===== src/rtl/sys_fir_pkg.sv =====
package sys_fir_pkg;

    typedef enum logic {
        S_LOAD = 1'b0,
        S_RUN  = 1'b1
    } run_state_e;

    // Partial-sum register stages per cell for a given multiply-add latency.
    function automatic int sum_stages(input int mac_lat);
        return (mac_lat < 2) ? 2 : mac_lat;
    endfunction

endpackage


===== src/rtl/sys_fir_ctrl.sv =====
module sys_fir_ctrl
    import sys_fir_pkg::*;
(
    input  logic       clk,
    input  logic       rst_n,
    input  logic       go,
    input  logic       stop,
    input  logic       x_valid,
    input  logic       wt_we,
    output run_state_e state_q,
    output logic       adv,
    output logic       clr,
    output logic       wt_en
);

    run_state_e state_d;

    always_ff @(posedge clk or negedge rst_n) begin
        if (!rst_n) state_q <= S_LOAD;
        else        state_q <= state_d;
    end

    // Transitions: LOAD_TO_RUN on go, RUN_TO_LOAD on stop.
    always_comb begin
        state_d = state_q;
        unique case (state_q)
            S_LOAD:  if (go)   state_d = S_RUN;
            S_RUN:   if (stop) state_d = S_LOAD;
            default: state_d = S_LOAD;
        endcase
    end

    always_comb begin
        adv   = 1'b0;
        clr   = 1'b0;
        wt_en = 1'b0;
        unique case (state_q)
            S_LOAD: begin
                wt_en = wt_we;
                clr   = go;
            end
            S_RUN: begin
                adv = x_valid;
            end
            default: ;
        endcase
    end

endmodule


===== src/rtl/sys_fir_mac.sv =====
module sys_fir_mac #(
    parameter int XW = 16,
    parameter int WW = 16,
    parameter int AW = 40
) (
    input  logic signed [XW-1:0] x,
    input  logic signed [WW-1:0] w,
    input  logic signed [AW-1:0] acc_in,
    output logic signed [AW-1:0] acc_out
);

    localparam int PW = XW + WW;

    logic signed [PW-1:0] prod;
    logic signed [AW-1:0] prod_ext;

    assign prod     = PW'(x) * PW'(w);
    assign prod_ext = {{(AW-PW){prod[PW-1]}}, prod};
    assign acc_out  = acc_in + prod_ext;

endmodule


===== src/rtl/sys_fir_cell.sv =====
module sys_fir_cell #(
    parameter int XW = 16,
    parameter int WW = 16,
    parameter int AW = 40,
    parameter int YD = 3,
    parameter int XD = 2
) (
    input  logic                 clk,
    input  logic                 rst_n,
    input  logic                 adv,
    input  logic                 clr,
    input  logic                 wt_load,
    input  logic signed [WW-1:0] wt_d,
    input  logic signed [XW-1:0] x_in,
    input  logic signed [AW-1:0] y_in,
    input  logic                 v_in,
    output logic signed [XW-1:0] x_out,
    output logic signed [AW-1:0] y_out,
    output logic                 v_out,
    output logic signed [WW-1:0] w_out
);

    logic signed [WW-1:0] w_q;
    logic signed [XW-1:0] xr [XD];
    logic signed [AW-1:0] yr [YD];
    logic                 vr [YD];
    logic signed [AW-1:0] mac_y;

    sys_fir_mac #(.XW(XW), .WW(WW), .AW(AW)) i_mac (
        .x      (x_in),
        .w      (w_q),
        .acc_in (y_in),
        .acc_out(mac_y)
    );

    always_ff @(posedge clk or negedge rst_n) begin
        if (!rst_n)       w_q <= '0;
        else if (wt_load) w_q <= wt_d;
    end

    // Sample path: XD stages, one fewer than the partial-sum path.
    always_ff @(posedge clk or negedge rst_n) begin
        if (!rst_n) begin
            for (int k = 0; k < XD; k++) xr[k] <= '0;
        end else if (clr) begin
            for (int k = 0; k < XD; k++) xr[k] <= '0;
        end else if (adv) begin
            xr[0] <= x_in;
            for (int k = 1; k < XD; k++) xr[k] <= xr[k-1];
        end
    end

    // Partial-sum path: first stage takes the multiply-add result, the rest
    // carry it so that the value spends YD steps in this cell.
    always_ff @(posedge clk or negedge rst_n) begin
        if (!rst_n) begin
            for (int k = 0; k < YD; k++) begin
                yr[k] <= '0;
                vr[k] <= 1'b0;
            end
        end else if (clr) begin
            for (int k = 0; k < YD; k++) begin
                yr[k] <= '0;
                vr[k] <= 1'b0;
            end
        end else if (adv) begin
            yr[0] <= mac_y;
            vr[0] <= v_in;
            for (int k = 1; k < YD; k++) begin
                yr[k] <= yr[k-1];
                vr[k] <= vr[k-1];
            end
        end
    end

    assign x_out = xr[XD-1];
    assign y_out = yr[YD-1];
    assign v_out = vr[YD-1];
    assign w_out = w_q;

endmodule


===== src/rtl/sys_fir_top.sv =====
module sys_fir_top
    import sys_fir_pkg::*;
#(
    parameter int TAPS    = 4,
    parameter int MAC_LAT = 3,
    parameter int XW      = 16,
    parameter int WW      = 16,
    parameter int AW      = 40,
    localparam int IW     = (TAPS > 1) ? $clog2(TAPS) : 1
) (
    input  logic          clk,
    input  logic          rst_n,
    input  logic          wt_we,
    input  logic [IW-1:0] wt_idx,
    input  logic [WW-1:0] wt_data,
    input  logic          go,
    input  logic          stop,
    input  logic          x_valid,
    input  logic [XW-1:0] x_data,
    output logic          y_valid,
    output logic [AW-1:0] y_data
);

    localparam int YD = sum_stages(MAC_LAT);
    localparam int XD = YD - 1;

    run_state_e state_q;
    logic       adv;
    logic       clr;
    logic       wt_en;
    logic       adv_q;

    logic signed [XW-1:0] x_ch [TAPS+1];
    logic signed [AW-1:0] y_ch [TAPS+1];
    logic                 v_ch [TAPS+1];
    logic [TAPS*WW-1:0]   wt_vec;

    sys_fir_ctrl i_ctrl (
        .clk    (clk),
        .rst_n  (rst_n),
        .go     (go),
        .stop   (stop),
        .x_valid(x_valid),
        .wt_we  (wt_we),
        .state_q(state_q),
        .adv    (adv),
        .clr    (clr),
        .wt_en  (wt_en)
    );

    assign x_ch[0] = x_data;
    assign y_ch[0] = '0;
    assign v_ch[0] = 1'b1;

    for (genvar j = 0; j < TAPS; j++) begin : g_cell
        logic signed [WW-1:0] w_j;
        logic                 load_j;

        assign load_j = wt_en && (wt_idx == IW'(j));

        sys_fir_cell #(
            .XW(XW), .WW(WW), .AW(AW), .YD(YD), .XD(XD)
        ) i_cell (
            .clk    (clk),
            .rst_n  (rst_n),
            .adv    (adv),
            .clr    (clr),
            .wt_load(load_j),
            .wt_d   (wt_data),
            .x_in   (x_ch[j]),
            .y_in   (y_ch[j]),
            .v_in   (v_ch[j]),
            .x_out  (x_ch[j+1]),
            .y_out  (y_ch[j+1]),
            .v_out  (v_ch[j+1]),
            .w_out  (w_j)
        );

        assign wt_vec[j*WW +: WW] = w_j;
    end

    always_ff @(posedge clk or negedge rst_n) begin
        if (!rst_n) adv_q <= 1'b0;
        else        adv_q <= adv;
    end

    assign y_valid = adv_q && v_ch[TAPS];
    assign y_data  = y_ch[TAPS];

endmodule


===== config.mk =====
export PLATFORM = sky130hd
export DESIGN_NAME = sys_fir_top
export DESIGN_NICKNAME = d
export VERILOG_FILES = /design/src/rtl/sys_fir_pkg.sv /design/src/rtl/sys_fir_ctrl.sv /design/src/rtl/sys_fir_mac.sv /design/src/rtl/sys_fir_cell.sv /design/src/rtl/sys_fir_top.sv
export SDC_FILE = /design/constraint.sdc
export NUM_CORES = 2
export LEC_CHECK = 0
export ABC_AREA = 1
export BUFFER_PORTS_ARGS = -buffer_cell sky130_fd_sc_hd__buf_2
export CAP_MARGIN = 5
export CORE_MARGIN = 2
export CORE_UTILIZATION = 55
export CTS_CLUSTER_DIAMETER = 100
export DETAILED_ROUTE_END_ITERATION = 10
export MAX_ROUTING_LAYER = met4
export PLACE_DENSITY = 0.69
export SLEW_MARGIN = 0
export SYNTH_ARGS = -nofsm -noshare
export SYNTH_HDL_FRONTEND = slang
export SYNTH_SLANG_ARGS = --single-unit
export TNS_END_PERCENT = 30

===== constraint.sdc =====
create_clock -name clk -period 15.03 [get_ports clk]
set_input_delay 3.006 -clock clk [delete_from_list [all_inputs] [get_ports clk]]
set_output_delay 3.006 -clock clk [all_outputs]
set_load 0.1 [all_outputs]

[Word-level counts from Yosys, hierarchy flattened]
Index checks and enable logic that the tools add are counted.
Word-level totals
  input bits: 40
  register bits: 654
  output and inout bits: 41
  word-level logic and storage cells: 82
Operators by class
  multiplexer cells: 28
  add/sub/neg operators: 3
  bitwise operators: 1
  reduce and logical (&&, ||, !) cells: 7
  $mul: 4
  eq/ne operators: 3
Operator list (number)
  2-to-1 mux 120 bit: 8
  2-to-1 mux 32 bit: 6
  multiplier 16 x 16 -> 32 bit: 4
  adder 40 x 32 -> 40 bit: 3
  2-to-1 mux 3 bit: 8
  logical AND 1 bit: 5
  2-to-1 mux 1 bit: 5
  == test 2 bit (second input constant): 2
  == test 2 x 1 -> 1 bit (second input constant): 1
  zero test 2 bit: 1
  one-hot mux 1 bit (2 select lines): 1
  nonzero test 2 bit: 1
  NOT 1 bit: 1

[Depth between registers and ports, before layout]
  word-level depth: 4
  mapped depth: 30
  mapped depth without buffers: 28

[Cells and area by module]
From an unflattened synthesis, not the netlist that was laid out.
Unflattened totals
  cells, all modules: 10389
  area, all modules: 83102.2 sq um
By module, submodules not included
  sys_fir_cell: times used 4, cells each 796, area each 7179.4 sq um
  sys_fir_mac (g_cell[0].i_cell.i_mac ...): times used 2, cells each 1810, area each 13611.8 sq um
  sys_fir_mac (g_cell[3].i_cell.i_mac): times used 1, cells each 1784, area each 13554.2 sq um
  sys_fir_mac (g_cell[2].i_cell.i_mac): times used 1, cells each 1777, area each 13471.7 sq um
  sys_fir_top: times used 1, cells each 13, area each 70.1 sq um
  sys_fir_ctrl: times used 1, cells each 11, area each 65.1 sq um

[Worst setup path before layout]
OpenSTA, ideal clock, no wires.
  path kind: input port to flip-flop
  from: input x_data[15]
  to: register g_cell[0].i_cell.yr[107] in the netlist's numbering
  slack: 6.869 ns
  path buffers: 2
  arrival time: 8.043 ns
  stages: 22
  required time: 14.913 ns
  cells stage by stage: clkbuf_1 clkbuf_1 nand2_1 inv_1 fa_1 fa_1 fa_1 fa_1 inv_1 fa_1 inv_1 fa_1 ha_1 nand2_1 nor2_1 inv_1 nor3_1 o21ai_0 nand3_1 nand2_1 nand3_1 nand2_1
On the way
  word-level cells in the longest chain between the ends: 3
Ends and longest elaborated chain
  start, declared: RTL line sys_fir_top.sv:19  | input logic [XW-1:0] x_data,
  multiplier 16 x 16 -> 32 bit: RTL line sys_fir_mac.sv:17  | assign prod = PW'(x) * PW'(w);
  2-to-1 mux 120 bit: RTL line sys_fir_cell.sv:66  | end else if (adv) begin
  2-to-1 mux 120 bit: RTL line sys_fir_cell.sv:61  | end else if (clr) begin
  end signal, assigned by index: RTL line sys_fir_cell.sv:70  | yr[k] <= yr[k-1];
  end, declared: RTL line sys_fir_cell.sv:25  | logic signed [AW-1:0] yr [YD];
Every way passes these cells. The select of a mux whose other input is x is not followed.
A chain may end at the register's enable or synchronous reset.

[Worst setup path in the final report]
Ends and elaborated chain as after synthesis.

==> run_results.csv <==
group,metric,value,unit
sta,rsz0062_at_grt,"false",
worst_setup_path,criticalPathCategory,"primary input to register",
clock_tree,cts_tree,"yes",
route,vias,55700,
finish,fill_cells,12200,
synth,yosysSeqAreaShare,21.4,%
clock_tree,root_buffer,"clkbuf_16",
synth,ys.flop_type,"dfrtp_1",
route,routed_wl,203000,um
sta,worst_pin_slew,1270,ps
worst_setup_path,path_cells,"buf_2, nand2_1, inv_1, fa_1, fa_1, inv_1, fa_1, fa_1, fa_1, inv_1, fa_1, ha_1, nand2_1, nor2_1, inv_1, nor3_1, o21ai_0, nand3_1, nand2_1, nand3_1, nand2_1",
grt,grt_overflow_total,0,
worst_setup_path,critPathArrivalTime,8680,ps
clock_tree,cts_made_buffers,75,
worst_setup_path,critPathLaunchType,"primary input",
sta,slew_viol_final,0,
synth,synth_top_area_share,33.6,%
sta,fin_setup_tns,0,ps
floorplan,die_area,137000,um2
worst_setup_path,cp_common_cell,"fa_1",
synth,netlist_instances,9069,
finish,drive_above_1_share,3.73,%
clock_tree,postCtsSetupRepairBufs,0,
worst_setup_path,critPathBufInv,5,
worst_setup_path,slowest_stage,"fa_1",
placement,place.port_buffers,80,
synth,ys_top_cells_by_area,"fa_1 34%, dfrtp_1 21%, inv_1 13%",
floorplan,fp-row-count,134,
floorplan,io_pins,81,
route,dr.first_iter.drc_count,4590,
floorplan,start_util,55.3,%
worst_setup_path,cp_max_fo,17,
route,detail_route.wl_per_cell,19.0,um
clock_tree,cts-hold-fix-buffers,0,
route,viasPerCell,5.22,
finish,nNetsFinal,10500,
grt,grt.total_usage,31.8,%
synth,ys_warn_count,0,
outcome,outcome,"completed",
synth,async_reset_ff_share,100,%
synth,ys_ff_latch,630,
clock_tree,clock_latency,690,ps
clock_tree,cts_resized,0,
floorplan,die_h,370,um
clock_tree,clock_sinks,630,
sta,clock.fmax,0.123,GHz
grt,antenna_found_initial,12,
synth,yosysUniqueCellTypes,44,
sta,setup_viol,0,
synth,synth_nets,10800,
synth,synth_area_per_cell,8.12,um2
grt,first_global_vias,58200,
synth,yosysTopAreaCell,"fa_1",
clock_tree,cts-htree-levels,3,
route,ant_nets,0,
sta,finalHoldViolCount,0,
hold_path,hold_path_class,"register to register",
clock_tree,clk_pin_slew_worst_paths,60,ps
floorplan,die_x,370,um
sta,period_share,54.1,%
grt,grt_pass1_wl,326000,um
placement,dp_hpwl,161000,um
placement,place.gp.congestion,0.954,
synth,netlist_area,73600,um2
finish,syn_to_final_growth,4.99,%
grt,grt_max_degree,206,
sta,skew,54.6,ps
worst_setup_path,required,15580,ps
sta,relSlewSlack,15.0,%
worst_setup_path,cpPeakStageDelay,880,ps
sta,layout_min_cycle_time,8140,ps
synth,synth_edf_count,0,
worst_setup_path,crit_path_end_kind,"register",
floorplan,core,133000,um2
worst_setup_path,critical_path.top_delay_family,"adder cells",
route,drc,0,
route,drt_pass1_iterations,5,
clock_tree,cts_buffer_depth,3,
flow_run,cap_violations,0,
[kinds of logic after synthesis]
| family | Yosys count | synth area share, % |
|---|---|---|
| flops | 630 | 21.4 |
| fa+ha+maj | 1651 | 40.6 |
| compound gates | 847 | 6.30 |
| buf+inv | 3051 | 15.8 |
| xor+xnor | 13 | 0.155 |
| simple gates | 2877 | 15.6 |
[worst register-to-register path, cell delays in order (launching register included)]
cell and delay [ps]:
dfrtp_1 880, nand2_1 320, inv_1 170, fa_1 540, fa_1 520, inv_1 400
fa_1 640, fa_1 780, inv_1 160, fa_1 510, inv_1 50, fa_1 480
inv_1 80, ha_1 390, nand2_1 120, nor2_1 200, nand2_1 140, nor2_1 160
nand3_1 170, nand3_1 140, nand2_1 50, nand3_1 120, nand2_1 70
[cells in the mapped netlist (11+ instances only)]
cell type / n
inv_1: 2613
buf_2: 51
nor3_1: 16
dfrtp_1: 630
o21bai_1: 25
o22ai_1: 200
clkbuf_1: 327
nand2_2: 28
a21oi_1: 141
nand4_1: 30
buf_4: 40
o21ai_0: 439
nand3_1: 172
fa_1: 1234
nand2_1: 2256
nand3b_1: 27
nor2_1: 296
nor2_2: 11
o21ai_1: 17
ha_1: 417
[path summary, 6_finish.rpt]
| check | from | endpoint | slack, ps | cells after the start |
|---|---|---|---|---|
| max in group asynchronous | rst_n | g_cell[0].i_cell.yr[52] | 10100 | 3 |
| worst min-delay path | g_cell[1].i_cell.yr[106] | g_cell[1].i_cell.yr[66] | 470 | 2 |
| min in group asynchronous | rst_n | g_cell[2].i_cell.yr[111] | 2370 | 1 |
| worst min register to register | g_cell[1].i_cell.yr[106] | g_cell[1].i_cell.yr[66] | 470 | 2 |
| worst max register to register | g_cell[3].i_cell.w_out[1] | g_cell[3].i_cell.yr[116] | 7850 | 22 |
| worst max-delay path | x_data[15] | g_cell[0].i_cell.yr[107] | 6890 | 21 |
[metrics by stage]
step                hold WS (ps)  util, %  std cells  cell area (um2)  worst slack [ps]
CTS                          476     58.0      10700            77300              6920
finish                       472     58.1      10700            77300              6890
floorplan                    448        -       9069            73600              6870
detailed placement           466     56.2      10500            74800              6240
global placement             460     56.2      10500            74800              6240
global route                 500     58.1      10700            77300              6530
[cell type report]
cell class,instances,area [um2],share of cell area (%)
diodes,10,25.0,0.0324
clock buffers,96,2060,2.66
clock inverters,37,452,0.584
inverters,2624,9860,12.8
multi-input cells,5388,46200,59.8
flip-flops and latches,630,15800,20.4
well taps,1768,2210,2.86
repair buffers,118,721,0.932
[cells in the final DEF (no fill, tap or decap), drive strengths merged, types with 10 or more instances in the layout]
cell type	synthesis	final
a21oi	149	149
buf	100	118
clkbuf	327	96
clkinv	1	11
dfrtp	630	630
diode	0	10
fa	1234	1234
ha	417	417
inv	2623	2637
nand2	2284	2284
nand3	181	181
nand3b	27	27
nand4	30	30
nor2	308	308
nor3	26	26
o21ai	456	456
o21bai	26	26
o22ai	200	200
[state kept, by name, indices dropped and copies added, names as in the netlist]
name	count
adv_q	1
g_cell.i_cell.v_out	4
g_cell.i_cell.vr	8
g_cell.i_cell.w_out	64
g_cell.i_cell.x_out	48
g_cell.i_cell.xr	48
g_cell.i_cell.y_out	152
g_cell.i_cell.yr	304
i_ctrl.state_q	1
[metal layers]
| metal | routed length, um | track usage, % |
|---|---|---|
| met1 | 86000 | 42.7 |
| met3 | 15000 | 5.33 |
| met2 | 94500 | 49.6 |
| met5 | 0 | - |
| met4 | 7390 | 10.6 |
Power is not shown: default switching activity piles up to over one toggle a cycle in this logic, so the estimate is an artifact.
